<file path="src/rtl/pds_pkg.sv">
package pds_pkg;

    typedef enum logic [2:0] {
        S_IDLE,
        S_DESC_A,
        S_DESC_L,
        S_DATA,
        S_HOLD
    } walk_t;

    localparam logic [2:0] RA_LBASE  = 3'd0;
    localparam logic [2:0] RA_LSIZE  = 3'd1;
    localparam logic [2:0] RA_LPTR   = 3'd2;
    localparam logic [2:0] RA_PPTR   = 3'd3;
    localparam logic [2:0] RA_ENDCTL = 3'd4;
    localparam logic [2:0] RA_CTRL   = 3'd5;
    localparam logic [2:0] RA_MASK   = 3'd6;
    localparam logic [2:0] RA_STAT   = 3'd7;

    localparam int B_HPER = 0;
    localparam int B_FPER = 4;
    localparam int B_HBUF = 8;
    localparam int B_FBUF = 12;
    localparam int B_END  = 24;
    localparam int B_XR_H = 30;
    localparam int B_XR_F = 31;

    typedef struct packed {
        logic xr_f;
        logic xr_h;
        logic end_hit;
        logic fbuf;
        logic hbuf;
        logic fper;
        logic hper;
    } evt_t;

endpackage

</file>
<file path="src/rtl/pds_cfg.sv">
module pds_cfg
    import pds_pkg::*;
#(
    parameter int AW      = 32,
    parameter int LPW     = 6,
    parameter int PW      = 16,
    parameter int NCH     = 4,
    parameter int CHAN_ID = 0
) (
    input  logic              clk,
    input  logic              rst_n,
    input  logic              wr_en,
    input  logic [2:0]        wr_addr,
    input  logic [31:0]       wr_data,
    input  logic              stop_clr,
    output logic [AW-1:0]     list_base,
    output logic [LPW-4:0]    last_idx,
    output logic [PW-1:0]     end_off,
    output logic              end_flag,
    output logic              run
);
    localparam int IW = LPW - 3;

    logic [LPW-1:0] lsize_q;
    logic [NCH-1:0] ctrl_q, ctrl_n;
    logic [AW-1:0]  base_q;
    logic [PW-1:0]  eoff_q;
    logic           eflag_q;

    always_comb begin
        ctrl_n = ctrl_q;
        if (wr_en && wr_addr == RA_CTRL)
            ctrl_n = wr_data[NCH-1:0];
        if (stop_clr)
            ctrl_n[CHAN_ID] = 1'b0;
    end

    always_ff @(posedge clk or negedge rst_n) begin
        if (!rst_n) begin
            base_q  <= '0;
            lsize_q <= '0;
            eoff_q  <= '0;
            eflag_q <= 1'b0;
            ctrl_q  <= '0;
        end else begin
            ctrl_q <= ctrl_n;
            if (wr_en) begin
                unique case (wr_addr)
                    RA_LBASE:  base_q  <= wr_data[AW-1:0];
                    RA_LSIZE:  lsize_q <= wr_data[16 +: LPW];
                    RA_ENDCTL: begin
                        eoff_q  <= wr_data[PW-1:0];
                        eflag_q <= wr_data[16];
                    end
                    default: ;
                endcase
            end
        end
    end

    assign list_base = base_q;
    assign last_idx  = lsize_q[LPW-1:3];
    assign end_off   = eoff_q;
    assign end_flag  = eflag_q;
    assign run       = ctrl_q[CHAN_ID];

    logic unused_cfg;
    assign unused_cfg = ^{lsize_q[2:0], IW[0]};

endmodule

</file>
<file path="src/rtl/pds_walker.sv">
module pds_walker
    import pds_pkg::*;
#(
    parameter int AW  = 32,
    parameter int LPW = 6,
    parameter int PW  = 16
) (
    input  logic            clk,
    input  logic            rst_n,
    input  logic            run,
    input  logic [AW-1:0]   list_base,
    input  logic [LPW-4:0]  last_idx,
    input  logic [PW-1:0]   end_off,
    input  logic            end_flag,
    input  logic            wr_en,
    input  logic [2:0]      wr_addr,
    input  logic [31:0]     wr_data,
    output logic            mem_req,
    output logic [AW-1:0]   mem_addr,
    input  logic            mem_rvalid,
    input  logic [31:0]     mem_rdata,
    output logic [31:0]     smp_data,
    output logic            smp_valid,
    input  logic            smp_take,
    output logic [LPW-1:0]  list_pos,
    output logic [PW-1:0]   per_pos,
    output evt_t            ev,
    output logic            stop_clr
);
    localparam int IW = LPW - 3;
    localparam logic [PW-1:0]  STEP  = PW'(4);
    localparam logic [LPW-1:0] LSTEP = LPW'(8);

    walk_t state, state_n;

    logic [AW-1:0]  addr_q, addr_n, per_addr_q, per_addr_n;
    logic [PW-1:0]  per_len_q, pos_q, pos_n, off_nxt;
    logic [LPW-1:0] lpos_q, lpos_n;
    logic [31:0]    buf_q;
    logic           buf_v;
    logic [IW-1:0]  idx;
    logic [IW:0]    ents, half;
    logic           take_ok, at_half, at_full, hit_end;
    logic           first_half, is_last, is_hb, idle_wr, active;

    assign idx        = lpos_q[LPW-1:3];
    assign ents       = {1'b0, last_idx} + 1'b1;
    assign half       = ents >> 1;
    assign first_half = {1'b0, idx} < half;
    assign is_last    = idx == last_idx;
    assign is_hb      = ({1'b0, idx} + 1'b1) == half;
    assign off_nxt    = pos_q + STEP;
    assign at_half    = off_nxt == (per_len_q >> 1);
    assign at_full    = off_nxt == per_len_q;
    assign hit_end    = end_flag && (off_nxt == end_off);
    assign take_ok    = (state == S_HOLD) && run && smp_take;
    assign idle_wr    = (state == S_IDLE) && wr_en;
    assign active     = (state != S_IDLE) && (state != S_HOLD);

    // next-state decision
    always_comb begin
        state_n = state;
        unique case (state)
            S_IDLE:   if (run) state_n = S_DESC_A;
            S_DESC_A: if (mem_rvalid) state_n = run ? S_DESC_L : S_IDLE;
            S_DESC_L: if (mem_rvalid) state_n = run ? S_DATA : S_IDLE;
            S_DATA:   if (mem_rvalid) state_n = run ? S_HOLD : S_IDLE;
            S_HOLD: begin
                if (!run)
                    state_n = S_IDLE;
                else if (smp_take) begin
                    if (hit_end)      state_n = S_IDLE;
                    else if (at_full) state_n = S_DESC_A;
                    else              state_n = S_DATA;
                end
            end
            default: state_n = S_IDLE;
        endcase
    end

    always_ff @(posedge clk or negedge rst_n) begin
        if (!rst_n) state <= S_IDLE;
        else        state <= state_n;
    end

    // position and address bookkeeping
    always_comb begin
        lpos_n = lpos_q;
        pos_n  = pos_q;
        if (idle_wr && wr_addr == RA_LPTR)
            lpos_n = {wr_data[LPW-1:3], 3'b000};
        if (idle_wr && wr_addr == RA_PPTR)
            pos_n = wr_data[PW-1:0];
        if (take_ok) begin
            if (at_full) begin
                pos_n  = '0;
                lpos_n = is_last ? '0 : lpos_q + LSTEP;
            end else begin
                pos_n = off_nxt;
            end
        end
    end

    always_comb begin
        per_addr_n = per_addr_q;
        if (state == S_DESC_A && mem_rvalid)
            per_addr_n = mem_rdata[AW-1:0];
    end

    always_comb begin
        addr_n = addr_q;
        if (state_n != state) begin
            unique case (state_n)
                S_DESC_A: addr_n = list_base + AW'(lpos_n);
                S_DESC_L: addr_n = addr_q + AW'(4);
                S_DATA:   addr_n = per_addr_n + AW'(pos_n);
                default:  addr_n = addr_q;
            endcase
        end
    end

    always_ff @(posedge clk or negedge rst_n) begin
        if (!rst_n) begin
            addr_q     <= '0;
            per_addr_q <= '0;
            per_len_q  <= '0;
            pos_q      <= '0;
            lpos_q     <= '0;
            buf_q      <= '0;
            buf_v      <= 1'b0;
        end else begin
            addr_q     <= addr_n;
            per_addr_q <= per_addr_n;
            pos_q      <= pos_n;
            lpos_q     <= lpos_n;
            if (state == S_DESC_L && mem_rvalid)
                per_len_q <= mem_rdata[31 -: PW];
            if (state == S_DATA && mem_rvalid && run) begin
                buf_q <= mem_rdata;
                buf_v <= 1'b1;
            end else if (take_ok || state_n == S_IDLE) begin
                buf_v <= 1'b0;
            end
        end
    end

    // outputs and event pulses
    always_comb begin
        mem_req    = (state == S_DESC_A) || (state == S_DESC_L) || (state == S_DATA);
        mem_addr   = addr_q;
        smp_data   = buf_q;
        smp_valid  = buf_v;
        list_pos   = lpos_q;
        per_pos    = pos_q;
        ev         = '0;
        ev.hper    = take_ok && at_half;
        ev.fper    = take_ok && at_full;
        ev.hbuf    = take_ok && at_full && is_hb;
        ev.fbuf    = take_ok && at_full && is_last;
        ev.end_hit = take_ok && hit_end;
        ev.xr_h    = smp_take && active && first_half;
        ev.xr_f    = smp_take && active && !first_half;
        stop_clr   = ev.end_hit;
    end

    a_r2_addr_stable: assert property (@(posedge clk) disable iff (!rst_n)
        (mem_req && !mem_rvalid) |=> (mem_req && $stable(mem_addr)));

    a_r3_no_req_with_data: assert property (@(posedge clk) disable iff (!rst_n)
        smp_valid |-> !mem_req);

    a_r5_period_restart: assert property (@(posedge clk) disable iff (!rst_n)
        ev.fper |=> (per_pos == '0));

    a_r4_list_wrap: assert property (@(posedge clk) disable iff (!rst_n)
        ev.fbuf |=> (list_pos == '0));

    a_r7_end_quiet: assert property (@(posedge clk) disable iff (!rst_n)
        ev.end_hit |=> (!mem_req && !smp_valid));

endmodule

</file>
<file path="src/rtl/pds_irq.sv">
module pds_irq
    import pds_pkg::*;
(
    input  logic        clk,
    input  logic        rst_n,
    input  logic        wr_en,
    input  logic [2:0]  wr_addr,
    input  logic [31:0] wr_data,
    input  evt_t        ev,
    output logic [31:0] status,
    output logic        irq
);
    logic [31:0] mask_q, stat_q, set_v, clr_v;

    always_comb begin
        set_v         = '0;
        set_v[B_HPER] = ev.hper;
        set_v[B_FPER] = ev.fper;
        set_v[B_HBUF] = ev.hbuf;
        set_v[B_FBUF] = ev.fbuf;
        set_v[B_END]  = ev.end_hit;
        set_v[B_XR_H] = ev.xr_h;
        set_v[B_XR_F] = ev.xr_f;
        clr_v = (wr_en && wr_addr == RA_STAT) ? wr_data : '0;
    end

    always_ff @(posedge clk or negedge rst_n) begin
        if (!rst_n) begin
            mask_q <= '0;
            stat_q <= '0;
        end else begin
            if (wr_en && wr_addr == RA_MASK)
                mask_q <= wr_data;
            stat_q <= (stat_q & ~clr_v) | set_v;
        end
    end

    always_comb begin
        status = stat_q;
        irq    = |(stat_q & mask_q);
    end

    a_r8_xrun_exclusive: assert property (@(posedge clk) disable iff (!rst_n)
        !(ev.xr_h && ev.xr_f));

    a_r9_w1c_clears: assert property (@(posedge clk) disable iff (!rst_n)
        (wr_en && wr_addr == RA_STAT && wr_data == 32'hFFFF_FFFF && set_v == '0)
        |=> (status == '0));

    a_r9_irq_needs_status: assert property (@(posedge clk) disable iff (!rst_n)
        irq |-> (status != '0));

endmodule

</file>
<file path="src/rtl/period_dma_seq.sv">
module period_dma_seq
    import pds_pkg::*;
#(
    parameter int AW      = 32,
    parameter int LPW     = 6,
    parameter int PW      = 16,
    parameter int NCH     = 4,
    parameter int CHAN_ID = 0
) (
    input  logic            clk,
    input  logic            rst_n,
    input  logic            cfg_wr,
    input  logic [2:0]      cfg_addr,
    input  logic [31:0]     cfg_wdata,
    output logic            mem_req,
    output logic [AW-1:0]   mem_addr,
    input  logic            mem_rvalid,
    input  logic [31:0]     mem_rdata,
    output logic [31:0]     smp_data,
    output logic            smp_valid,
    input  logic            smp_take,
    output logic [LPW-1:0]  list_pos,
    output logic [PW-1:0]   per_pos,
    output logic [31:0]     evt_status,
    output logic            irq
);
    logic [AW-1:0]  list_base;
    logic [LPW-4:0] last_idx;
    logic [PW-1:0]  end_off;
    logic           end_flag, run, stop_clr;
    evt_t           ev;

    pds_cfg #(
        .AW(AW), .LPW(LPW), .PW(PW), .NCH(NCH), .CHAN_ID(CHAN_ID)
    ) u_cfg (
        .clk(clk), .rst_n(rst_n),
        .wr_en(cfg_wr), .wr_addr(cfg_addr), .wr_data(cfg_wdata),
        .stop_clr(stop_clr),
        .list_base(list_base), .last_idx(last_idx),
        .end_off(end_off), .end_flag(end_flag), .run(run)
    );

    pds_walker #(
        .AW(AW), .LPW(LPW), .PW(PW)
    ) u_walk (
        .clk(clk), .rst_n(rst_n), .run(run),
        .list_base(list_base), .last_idx(last_idx),
        .end_off(end_off), .end_flag(end_flag),
        .wr_en(cfg_wr), .wr_addr(cfg_addr), .wr_data(cfg_wdata),
        .mem_req(mem_req), .mem_addr(mem_addr),
        .mem_rvalid(mem_rvalid), .mem_rdata(mem_rdata),
        .smp_data(smp_data), .smp_valid(smp_valid), .smp_take(smp_take),
        .list_pos(list_pos), .per_pos(per_pos),
        .ev(ev), .stop_clr(stop_clr)
    );

    pds_irq u_irq (
        .clk(clk), .rst_n(rst_n),
        .wr_en(cfg_wr), .wr_addr(cfg_addr), .wr_data(cfg_wdata),
        .ev(ev), .status(evt_status), .irq(irq)
    );

endmodule

</file>
<file path="config.mk">
export PLATFORM = sky130hd
export DESIGN_NAME = period_dma_seq
export DESIGN_NICKNAME = d
export VERILOG_FILES = /design/src/rtl/pds_pkg.sv /design/src/rtl/pds_cfg.sv /design/src/rtl/pds_walker.sv /design/src/rtl/pds_irq.sv /design/src/rtl/period_dma_seq.sv
export SDC_FILE = /design/constraint.sdc
export NUM_CORES = 1
export LEC_CHECK = 0
export BUFFER_PORTS_ARGS = -buffer_cell sky130_fd_sc_hd__buf_2
export CORE_AREA = 5 5 177 179
export CTS_BUF_LIST = sky130_fd_sc_hd__clkbuf_2
export DETAILED_ROUTE_END_ITERATION = 10
export DIE_AREA = 0 0 182 184
export PLACE_DENSITY_LB_ADDON = 0.08
export SLEW_MARGIN = 5
export SYNTH_ARGS = -nofsm -noshare
export SYNTH_HDL_FRONTEND = slang
export SYNTH_SLANG_ARGS = --single-unit
</file>
<file path="constraint.sdc">
create_clock -name clk -period 4.7 [get_ports clk]
set_input_delay 0.235 -clock clk [delete_from_list [all_inputs] [get_ports clk]]
set_output_delay 0.235 -clock clk [all_outputs]
set_load 0.01 [all_outputs]
</file>
Word-level counts from Yosys, hierarchy flattened:

Cells that the tools add are included.

* bits in registers: 258
* input port bits: 72
* logic and storage cells: 112

* add/sub/neg operators: 7
* order comparisons: 1
* eq/ne operators: 21
* mux-type cells: 26
* bitwise gates (word level): 4
* reductions and logical operators: 38

Operators with widths (count)
* 32-bit one-hot mux with 3 select lines: 1
* 32-bit AND: 2
* 32-bit two-way mux: 2
* 16-bit two-way mux: 3
* 32-bit by 16-bit adder with 32-bit output: 1
* 32-bit by 3-bit adder with 32-bit output (second input constant): 1
* 32-bit by 6-bit adder with 32-bit output: 1
* 16-bit == test: 2
* 32-bit NOT: 1
* 32-bit OR: 1
* 32-bit OR reduction: 1
* 3-bit two-way mux: 8
* 6-bit two-way mux: 4
* 1-bit logical AND: 22
* 3-bit by 2-bit == test with 1-bit output (second input constant): 6
* 16-bit by 3-bit adder with 16-bit output (second input constant): 1
* 16-bit by 15-bit == test with 1-bit output: 1
* 3-bit == test (second input constant): 5
* 3-bit one-hot mux with 5 select lines: 1
* 3-bit by 1-bit == test with 1-bit output (second input constant): 3
* 3-bit logical NOT: 3
* 3-bit by 1-bit adder with 4-bit output (second input constant): 2
* 2-bit AND reduction: 4
* 6-bit by 4-bit adder with 6-bit output (second input constant): 1
* 11 further kinds: 20

Depth between registers and ports, before layout:

Gate-level depths: netlist of the first run.

* word-level depth: 11
* gate-level depth with buffers: 25
* gate-level depth less buffers: 23

Modules after synthesis:

A second synthesis of the first run with hierarchy kept.

* cells, all modules: 1408
* area, all modules: 14765.4 um^2

By module, submodules not included
* pds_walker: times used 1, cells an instance 1126, area each 10221.1 um^2, sequential area each 3453.3 um^2
* pds_irq: times used 1, cells an instance 165, area each 2458.6 um^2, sequential area each 1601.5 um^2
* pds_cfg: times used 1, cells an instance 117, area each 2085.8 um^2, sequential area each 1326.3 um^2

Worst setup path before layout of the first run:

OpenSTA, ideal clock, no wires.

* path kind: flip-flop to flip-flop
* start point: reg u_walk.pos_q[3], in the netlist u_walk.per_pos[3]
* end point: reg u_walk.addr_q[31], in the netlist u_walk.mem_addr[31]
* library setup time: 131 ps
* data arrival time: 5078 ps
* path slack: -509 ps
* cell stages (with the launch flop): 23
* path buffers: 1
* cells stage by stage: dfrtp_1 -> ha_1 -> nand3_2 -> nor2_4 -> xnor2_1 -> a2111oi_4 -> and4_1 -> clkbuf_1 -> nand3_1 -> or2_2 -> and3_1 -> ha_1 -> a21o_1 -> a21oi_1 -> o21ai_0 -> a21o_1 -> a21oi_1 -> nor3_1 -> nor3b_1 -> xor2_1 -> a21oi_1 -> o21ai_0 -> or3_1

* elaborated cells on any way between the ends: 23
* those cells by class: add/sub: 3; eq/ne: 6; mux: 11; reduce/logical: 3

RTL lines
* from (decl): line pds_walker.sv:37 `logic [PW-1:0] per_len_q, pos_q, pos_n, off_nxt;`
* from (signal assigned): line pds_walker.sv:134 `pos_q <= pos_n;`
* 16-bit by 3-bit adder with 16-bit output: line pds_walker.sv:52 `assign off_nxt = pos_q + STEP;`
* 16-bit == test: line pds_walker.sv:54 `assign at_full = off_nxt == per_len_q;`
* 6-bit two-way mux: line pds_walker.sv:95 `if (at_full) begin`
* 6-bit two-way mux: line pds_walker.sv:94 `if (take_ok) begin`
* named net u_walk.lpos_n[1]: line pds_walker.sv:38 `logic [LPW-1:0] lpos_q, lpos_n;`
* 32-bit by 6-bit adder with 32-bit output: line pds_walker.sv:114 `S_DESC_A: addr_n = list_base + AW'(lpos_n);`
* 32-bit one-hot mux with 3 select lines: line pds_walker.sv:113 `unique case (state_n)`
* to (signal assigned): line pds_walker.sv:132 `addr_q <= addr_n;`
* to (decl): line pds_walker.sv:36 `logic [AW-1:0] addr_q, addr_n, per_addr_q, per_addr_n;`

The timed path passes the listed nets, and every way through them passes these cells.
A chain may end at the register's enable or synchronous reset.

Worst setup path after layout of the first run:

* start point: reg u_walk.pos_q[2], in the netlist u_walk.per_pos[2]
* end point: reg u_walk.addr_q[19], in the netlist u_walk.mem_addr[19]

* elaborated cells on any way between the ends: 23
* those cells by class: add/sub: 3; eq/ne: 6; mux: 11; reduce/logical: 3

RTL lines
* 16-bit by 3-bit adder with 16-bit output: line pds_walker.sv:52
* 16-bit == test: line pds_walker.sv:54
* 16-bit two-way mux: line pds_walker.sv:95
* 16-bit two-way mux *: line pds_walker.sv:94
* named net u_walk.pos_n[2]: line pds_walker.sv:37
* 32-bit by 16-bit adder with 32-bit output *: line pds_walker.sv:116 `S_DATA: addr_n = per_addr_n + AW'(pos_n);`
* 32-bit one-hot mux with 3 select lines *: line pds_walker.sv:113

The timed path passes the listed nets; every way through them passes the cells marked *.

==> flow_metrics.tcl, run 1 <==
set metrics [dict create \
    status "complete, but fails checks" \
    violations "negative setup slack" \
    cts_buffer_depth 3 \
    crit_path_max_fanout 6 \
    grt_antenna_before_repair 3 \
    overflow 0 \
    port_buffers 192 \
    slew_viol_final 0 \
    worstHoldStart "cfg_wdata[19]" \
    cp_top_family "simple AND/OR/NAND/NOR gates" \
    vdd_drop_max_v 0.0003082 \
    crit_buf_inv 3 \
    regToRegSetupSlack_ns -0.23 \
    finalSetupViolCount 15 \
    fillCellCount 2501 \
    gp_congestion 0.9407 \
    die_w_um 182 \
    final_common_cell "dfrtp_1" \
    synthTopCellsByArea "dfrtp_1 44%, mux2_2 10%, xnor2_1 4.6%" \
    slew_headroom_pct 36.44 \
    fmax_mhz 202.8 \
    setup_ws_ns -0.2318 \
    synth_ff_type "dfrtp_1" \
    wl_mm 52.60 \
    drtIter0Drc 1101 \
    wl_per_cell_um 22.65 \
    synth_xor_area_share_pct 7.192 \
    endpoint_kind "register" \
    maxCapViolCount 0 \
    place_inst 2125 \
    yosysSeqAreaShare_pct 44.14 \
    multi_input_area_mm2 0.007928 \
    hold_viol 0 \
    period_share_pct 104.9 \
    powerDensity_mw_per_mm2 649.7 \
    wl_met1_mm 22.24 \
    grt_max_degree 115 \
    start_util_pct 49.17 \
    pin_count 193 \
    total_power_mw 12.17 \
    critPathMostFrequentCell "buf_4" \
    dpl.hpwl_mm 39.35 \
    synth_seq_cells 255 \
    drc_errors 0 \
    crit_slowest_cell "or4_4" \
    die-area_mm2 0.03349 \
    clock-root-buffer "clkbuf_2" \
    ant_nets 0 \
    hold_depth 3 \
    cts_buffers 70 \
    synth_cell_type_count 94 \
    r2r_start "u_walk.per_pos[2]" \
    setup_tns_ns -1.936 \
    grt_usage_pct 30.67 \
    synth_top_area_share_pct 44.14 \
    p_leak_nw 8.796 \
    synth_top_family_by_area "simple AND/OR/NAND/NOR gates" \
    slowest_delay_ns 0.45 \
    synthesis.nets 1539 \
    yosys_warnings 0 \
    route.vias.total 13340 \
    place_ws_ns -0.2764 \
    cts_tree "yes" \
    rr_worst_depth 21 \
    viasPerCell 5.745 \
    area.sequential_mm2 0.006384 \
    syn-instance-count 1437 \
    reg2reg_to "u_walk.mem_addr[19]" \
    rows 63 \
    synthSimpleGateAreaFrac_pct 16.15 \
    synth_compound_area_share_pct 14.88 \
    synthAdderAreaFrac_pct 2.700 \
    rsz0062_at_grt "true" \
    grt_pass1_wl_mm 78.64 \
    worstSetupPathType "register to register" \
    clk_pin_slew_ns 0.10 \
    arrival_ns 5.64 \
    start_kind "register" \
    worstMarginPinSlew_ns 0.9294 \
    min_period_ns 4.932 \
    yosysTopAreaCell "dfrtp_1" \
    hold_end "u_irq.status[19]" \
    wl_met3_mm 3.705 \
    dr.max_layer_used "met5" \
    drive_gt1_share_pct 35.94 \
    layout_common_cells "253 x dfrtp_1, 191 x buf_2, 182 x buf_4" \
    clk_latency_ns 0.86 \
    die_h_um 184 \
    stdcell_count 2322 \
    core_area_mm2 0.02940 \
    clock-sinks 255 \
    grt_pass1_vias 13345 \
    hp-class "input port to register" \
    dr.pass1.iters 5 \
    skew_ns 0.05435 \
    synth_edf_count 0 \
    worstPathCellList "ha_4, xnor2_2, nand4_1, a211o_1, nor4_4, nand4_2, nor3_4, buf_4, a211oi_1, ha_1, a21oi_2, nor2b_1, nand2_1, or4_4, a31oi_4, a311oi_4, o31a_1, buf_4, buf_6, o211ai_1, nand3_1" \
    critPathRequiredTime_ns 5.41 \
    nets 1996 \
    htree_levels 3 \
    muxShareOfSynthArea_pct 11.51 \
    syn_avg_cell_area_um2 10.06 \
    syn_to_final_growth_pct 29.51 \
    synthesis.area_mm2 0.01446 \
    synthArstFlopShare_pct 100.0 \
    route.met2.wl_mm 24.32 \
]
==> sequential cells by signal, indices dropped and copies added, names as in the netlist <==
register and flops:
u_cfg.list_base 32, u_irq.mask_q 32, u_irq.status 32, u_walk.mem_addr 32, u_walk.per_addr_q 32, u_walk.smp_data 32
u_cfg.end_off 16, u_walk.per_len_q 16, u_walk.per_pos 16, u_walk.list_pos 6, u_cfg.lsize_q 3, u_walk.state 3
u_cfg.ctrl_q 1, u_cfg.end_flag 1, u_walk.smp_valid 1
==> cells in the mapped netlist, drive strengths merged, types with 11 or more instances <==
master	count
a211oi	12
a21boi	26
a21o	11
a21oi	48
a22oi	23
a31oi	14
and2	13
and3	27
buf	19
clkbuf	49
dfrtp	255
ha	28
inv	52
mux2	130
mux2i	20
nand2	156
nand3	75
nand4	26
nor2	61
nor2b	12
nor3	33
nor4	16
o211ai	11
o21ai	73
xnor2	77
xor2	28
==> per-layer routing <==
layer / track usage (%) / vias to the layer above
met5: 0 / -
met4: 12.88 / 4
met3: 6.648 / 120
met2: 49.23 / 520
met1: 40.57 / 6517
li1: - / 6179
==> report_power, final <==
part	switching, mW	internal (mW)
Sequential	0.717	2.88
Combinational	3.87	3.18
Clock	0.974	0.547
==> kinds of logic after synthesis <==
group / after synthesis
flops: 255
buf+inv: 122
mux: 150
xor+xnor: 110
compound gates: 307
simple gates: 463
fa+ha+maj: 30
==> worst max path at each step <==
| stage | startpoint | to | slack (ns) | depth (start not counted) |
|---|---|---|---|---|
| floorplan | u_walk.per_pos[2] | u_walk.mem_addr[28] | 0.01 | 20 |
| global placement | u_walk.per_pos[3] | u_walk.mem_addr[26] | -0.20 | 20 |
| detailed placement | u_walk.per_pos[3] | u_walk.mem_addr[26] | -0.28 | 20 |
| CTS | u_walk.per_pos[2] | u_walk.mem_addr[31] | -0.13 | 21 |
| global route | u_walk.per_pos[2] | u_walk.mem_addr[19] | -0.44 | 22 |
| finish | u_walk.per_pos[2] | u_walk.mem_addr[19] | -0.23 | 21 |
==> cell type report <==
cell class                 count  share of cell area [%]
clock inverter                15                  0.4678
inverter                      54                   1.083
sequential                   255                   34.09
antenna                        1                 0.01336
tap                          390                   2.606
timing repair buffer         453                   16.89
clock buffer                  94                   2.513
multi-input combinational   1060                   42.34
==> through the flow <==
step           area (µm²)  hold WS [ns]  util (%)
4_1_cts             18440       0.08768     62.73
2_1_floorplan       14530      -0.06059         -
3_3_place_gp        17060        0.3151     58.01
3_5_place_dp        17060        0.3139     58.01
5_1_grt             18720        0.1128     63.68
6_report            18720        0.1597     63.68
==> worst reg2reg max path, delay by kind of cell, from the launching register on <==
kind / cells / cell delay (ns)
buffers and inverters: 3 / 0.47
adders and majority gates: 2 / 0.64
xor gates and xnor gates: 1 / 0.10
AOI/OAI and AO/OA: 7 / 1.41
DFF: 1 / 0.44
and+or+nand+nor: 8 / 1.77
==> what timing repair did <==
action / 4_1_cts / 5_1_grt
resized for setup: 16 / 43
hold buffers: 73 / 0
setup endpoints to repair: 22 / 25
buffers inserted: 5 / 9
hold endpoints to repair: 328 / 0
pin swaps: 12 / 31
(Power assumes the default switching activity.)
==> run 2: changes to the inputs <==
--- a/config.mk
+++ b/config.mk
@@ -8,9 +8,11 @@
 export BUFFER_PORTS_ARGS = -buffer_cell sky130_fd_sc_hd__buf_2
 export CORE_AREA = 5 5 177 179
 export CTS_BUF_LIST = sky130_fd_sc_hd__clkbuf_2
+export CTS_CLUSTER_SIZE = 20
 export DETAILED_ROUTE_END_ITERATION = 10
 export DIE_AREA = 0 0 182 184
 export PLACE_DENSITY_LB_ADDON = 0.08
+export RECOVER_POWER = 25
 export SLEW_MARGIN = 5
 export SYNTH_ARGS = -nofsm -noshare
 export SYNTH_HDL_FRONTEND = slang
==> run 2 against run 1 <==
Compared with the run above: the run ends with max-capacitance violations, max-slew violations, negative setup slack left; sequential power is essentially flat; count of clock-buffer cells in the layout increased by 3; worst setup slack gained 0.091 ns; register-to-register slack improved by 0.09 ns; design area is 0.11% higher; wire length up 0.44%; combinational power shrank 0.7%; total power increased by 0.27%; first-iteration DRC count grew 2.8%; cell count grew 0.13%; maximum frequency grew 1.9%; critical path depth is the same; critical path type unchanged; largest power group unchanged; highest routed layer is now met4.
==> flow_metrics.tcl, run 2 (synthesis gave the netlist of run 1 again) <==
set metrics [dict create \
    status "complete, but fails checks" \
    violations "max-capacitance violations, max-slew violations, negative setup slack" \
    seqPwrFrac_pct 29.5 \
    endpoint_kind "register" \
    place_inst 2125 \
    die-area_mm2 0.03349 \
    area.sequential_mm2 0.006387 \
    drc_errors 0 \
    skew_ns 0.09903 \
    hold_depth 4 \
    min_period_ns 4.841 \
    crit_slowest_cell "a311oi_4" \
    clockPowerShare_pct 13.1 \
    core_area_mm2 0.02940 \
    final_util_pct 63.75 \
    grt_pass1_vias 13444 \
    drtIter0Drc 1132 \
    start_kind "register" \
    worstSetupPathType "register to register" \
    wl_mm 52.82 \
    crit_path_max_fanout 5 \
    multi_input_area_mm2 0.007926 \
    dpl.hpwl_mm 39.35 \
    slew_viol_final 120 \
    slowest_delay_ns 0.49 \
    arrival_ns 5.60 \
    finalSetupViolCount 13 \
    port_buffers 192 \
    stdcell_count 2325 \
    ant_nets 0 \
    period_share_pct 103.0 \
    dr.pass1.iters 5 \
    switching_share_pct 45.45 \
    grt_antenna_before_repair 2 \
    gp_congestion 0.9407 \
    p_int_mw 6.654 \
    hold_end "u_walk.per_addr_q[11]" \
    regToRegSetupSlack_ns -0.14 \
    route.vias.total 13388 \
    worstMarginPinSlew_ns 3.042 \
    clk_latency_ns 0.91 \
    rsz0062_at_grt "true" \
    rows 63 \
    clock-sinks 255 \
    grt_usage_pct 30.88 \
    maxCapViolCount 3 \
    critPathMostFrequentCell "nor2_1" \
    powerDensity_mw_per_mm2 650.7 \
    total_power_mw 12.20 \
    pin_count 193 \
    overflow 0 \
    worstHoldStart "mem_rdata[11]" \
    vdd_drop_max_v 0.0003170 \
    die_h_um 184 \
    layout_common_cells "250 x dfrtp_1, 189 x buf_2, 178 x buf_4" \
    fillCellCount 2501 \
    syn_to_final_growth_pct 29.65 \
    clock-root-buffer "clkbuf_2" \
    nets 1996 \
    fmax_mhz 206.6 \
    die_w_um 182 \
    rr_worst_depth 21 \
    final_common_cell "dfrtp_1" \
    clk_pin_slew_ns 0.10 \
    hp-class "input port to register" \
    p_sw_mw 5.544 \
    cts_buffer_depth 3 \
    cts_tree "yes" \
    cp_top_family "compound AO/OA/AOI/OAI gates" \
    grt_pass1_wl_mm 79.06 \
    reg2reg_to "u_walk.mem_addr[31]" \
    viasPerCell 5.758 \
    wl_per_cell_um 22.72 \
    crit_buf_inv 1 \
    comb_power_share_pct 57.4 \
    grt_max_degree 115 \
    drive_gt1_share_pct 35.85 \
    cts_buffers 69 \
    start_util_pct 49.17 \
    worstPathCellList "ha_4, xnor2_2, nand4_1, a211o_1, nor4_4, nand4_2, nor3_4, o21a_1, inv_1, ha_1, a21o_1, a21oi_2, nor2b_1, nand2_1, nor2_1, a211oi_2, a31oi_4, a311oi_4, o31a_1, nor2_1, or3_1" \
    slew_headroom_pct -102.8 \
    hold_viol 0 \
    r2r_start "u_walk.per_pos[2]" \
    htree_levels 3 \
    setup_ws_ns -0.1412 \
    p_leak_nw 8.782 \
    critPathRequiredTime_ns 5.45 \
]
## run 2: changes by cell type in the layout (fill, tap and decap cells not counted), sizes merged
cell and delta:
clkinv -3, buf -7, dlygate4sd3 +1, diode +1, clkbuf +10, bufinv +1
## run 2: what timing repair did
action / CTS / global route
gates cloned: 0 / 0
hold endpoints to repair: 378 / 0
gates resized for setup: 26 / 40
hold buffers: 75 / 0
endpoints found under the setup margin: 22 / 24
setup buffers: 6 / 8
pin swaps: 15 / 31
## run 2: tightest hold or removal path, stage by stage
cell	delay (ns)
dlygate4sd3_1	0.52
buf_2	0.10
nand2_1	0.04
nand2_1	0.08
## run 2: worst max path at each step
stage / startpoint / end / slack (ns) / cells after the start
6_report: u_walk.per_pos[2] / u_walk.mem_addr[31] / -0.14 / 21
5_1_grt: u_walk.per_pos[3] / u_walk.mem_addr[31] / -0.36 / 22
4_1_cts: u_walk.per_pos[2] / u_walk.mem_addr[31] / -0.08 / 21
3_5_place_dp: u_walk.per_pos[3] / u_walk.mem_addr[26] / -0.28 / 20
3_3_place_gp: u_walk.per_pos[3] / u_walk.mem_addr[26] / -0.20 / 20
2_1_floorplan: u_walk.per_pos[2] / u_walk.mem_addr[28] / 0.01 / 20
## run 2: final cells by class
class | count | share of cell area (%)
repair buffers | 454 | 16.77
clock inverters | 13 | 0.5607
flip-flops and latches | 255 | 34.08
well taps | 390 | 2.603
inverters | 54 | 1.081
clock buffers | 97 | 2.590
multi-input cells | 1060 | 42.29
diodes | 2 | 0.02670
## run 2: stage by stage
step	setup TNS, ns	setup slack, ns	hold WS [ns]	instance area [µm²]
global route	-5.844	-0.3599	0.09523	18740
CTS	-0.2361	-0.07715	0.05555	18550
global placement	-1.341	-0.1959	0.3151	17060
detailed placement	-3.472	-0.2764	0.3139	17060
floorplan	0	0.01327	-0.06059	14530
finish	-0.8361	-0.1412	0.1420	18740
## run 2: power by group through the flow
stage / registers [mW] / logic (mW) / clock network, mW
after floorplan: 3.53 / 3.71 / 0
after global placement: 3.61 / 6.42 / 0
after detailed placement: 3.62 / 6.45 / 0
after CTS: 3.58 / 6.67 / 1.65
after global routing: 3.68 / 7.52 / 1.76
final: 3.60 / 7.00 / 1.60
## run 2: metal layers
metal | up-vias | part of all wire, % | GRT usage [%]
li1 | 6204 | - | -
met1 | 6550 | 42 | 40.56
met2 | 512 | 46 | 49.30
met3 | 122 | 6.9 | 6.569
met4 | 0 | 4.5 | 14.32
met5 | - | 0 | 0
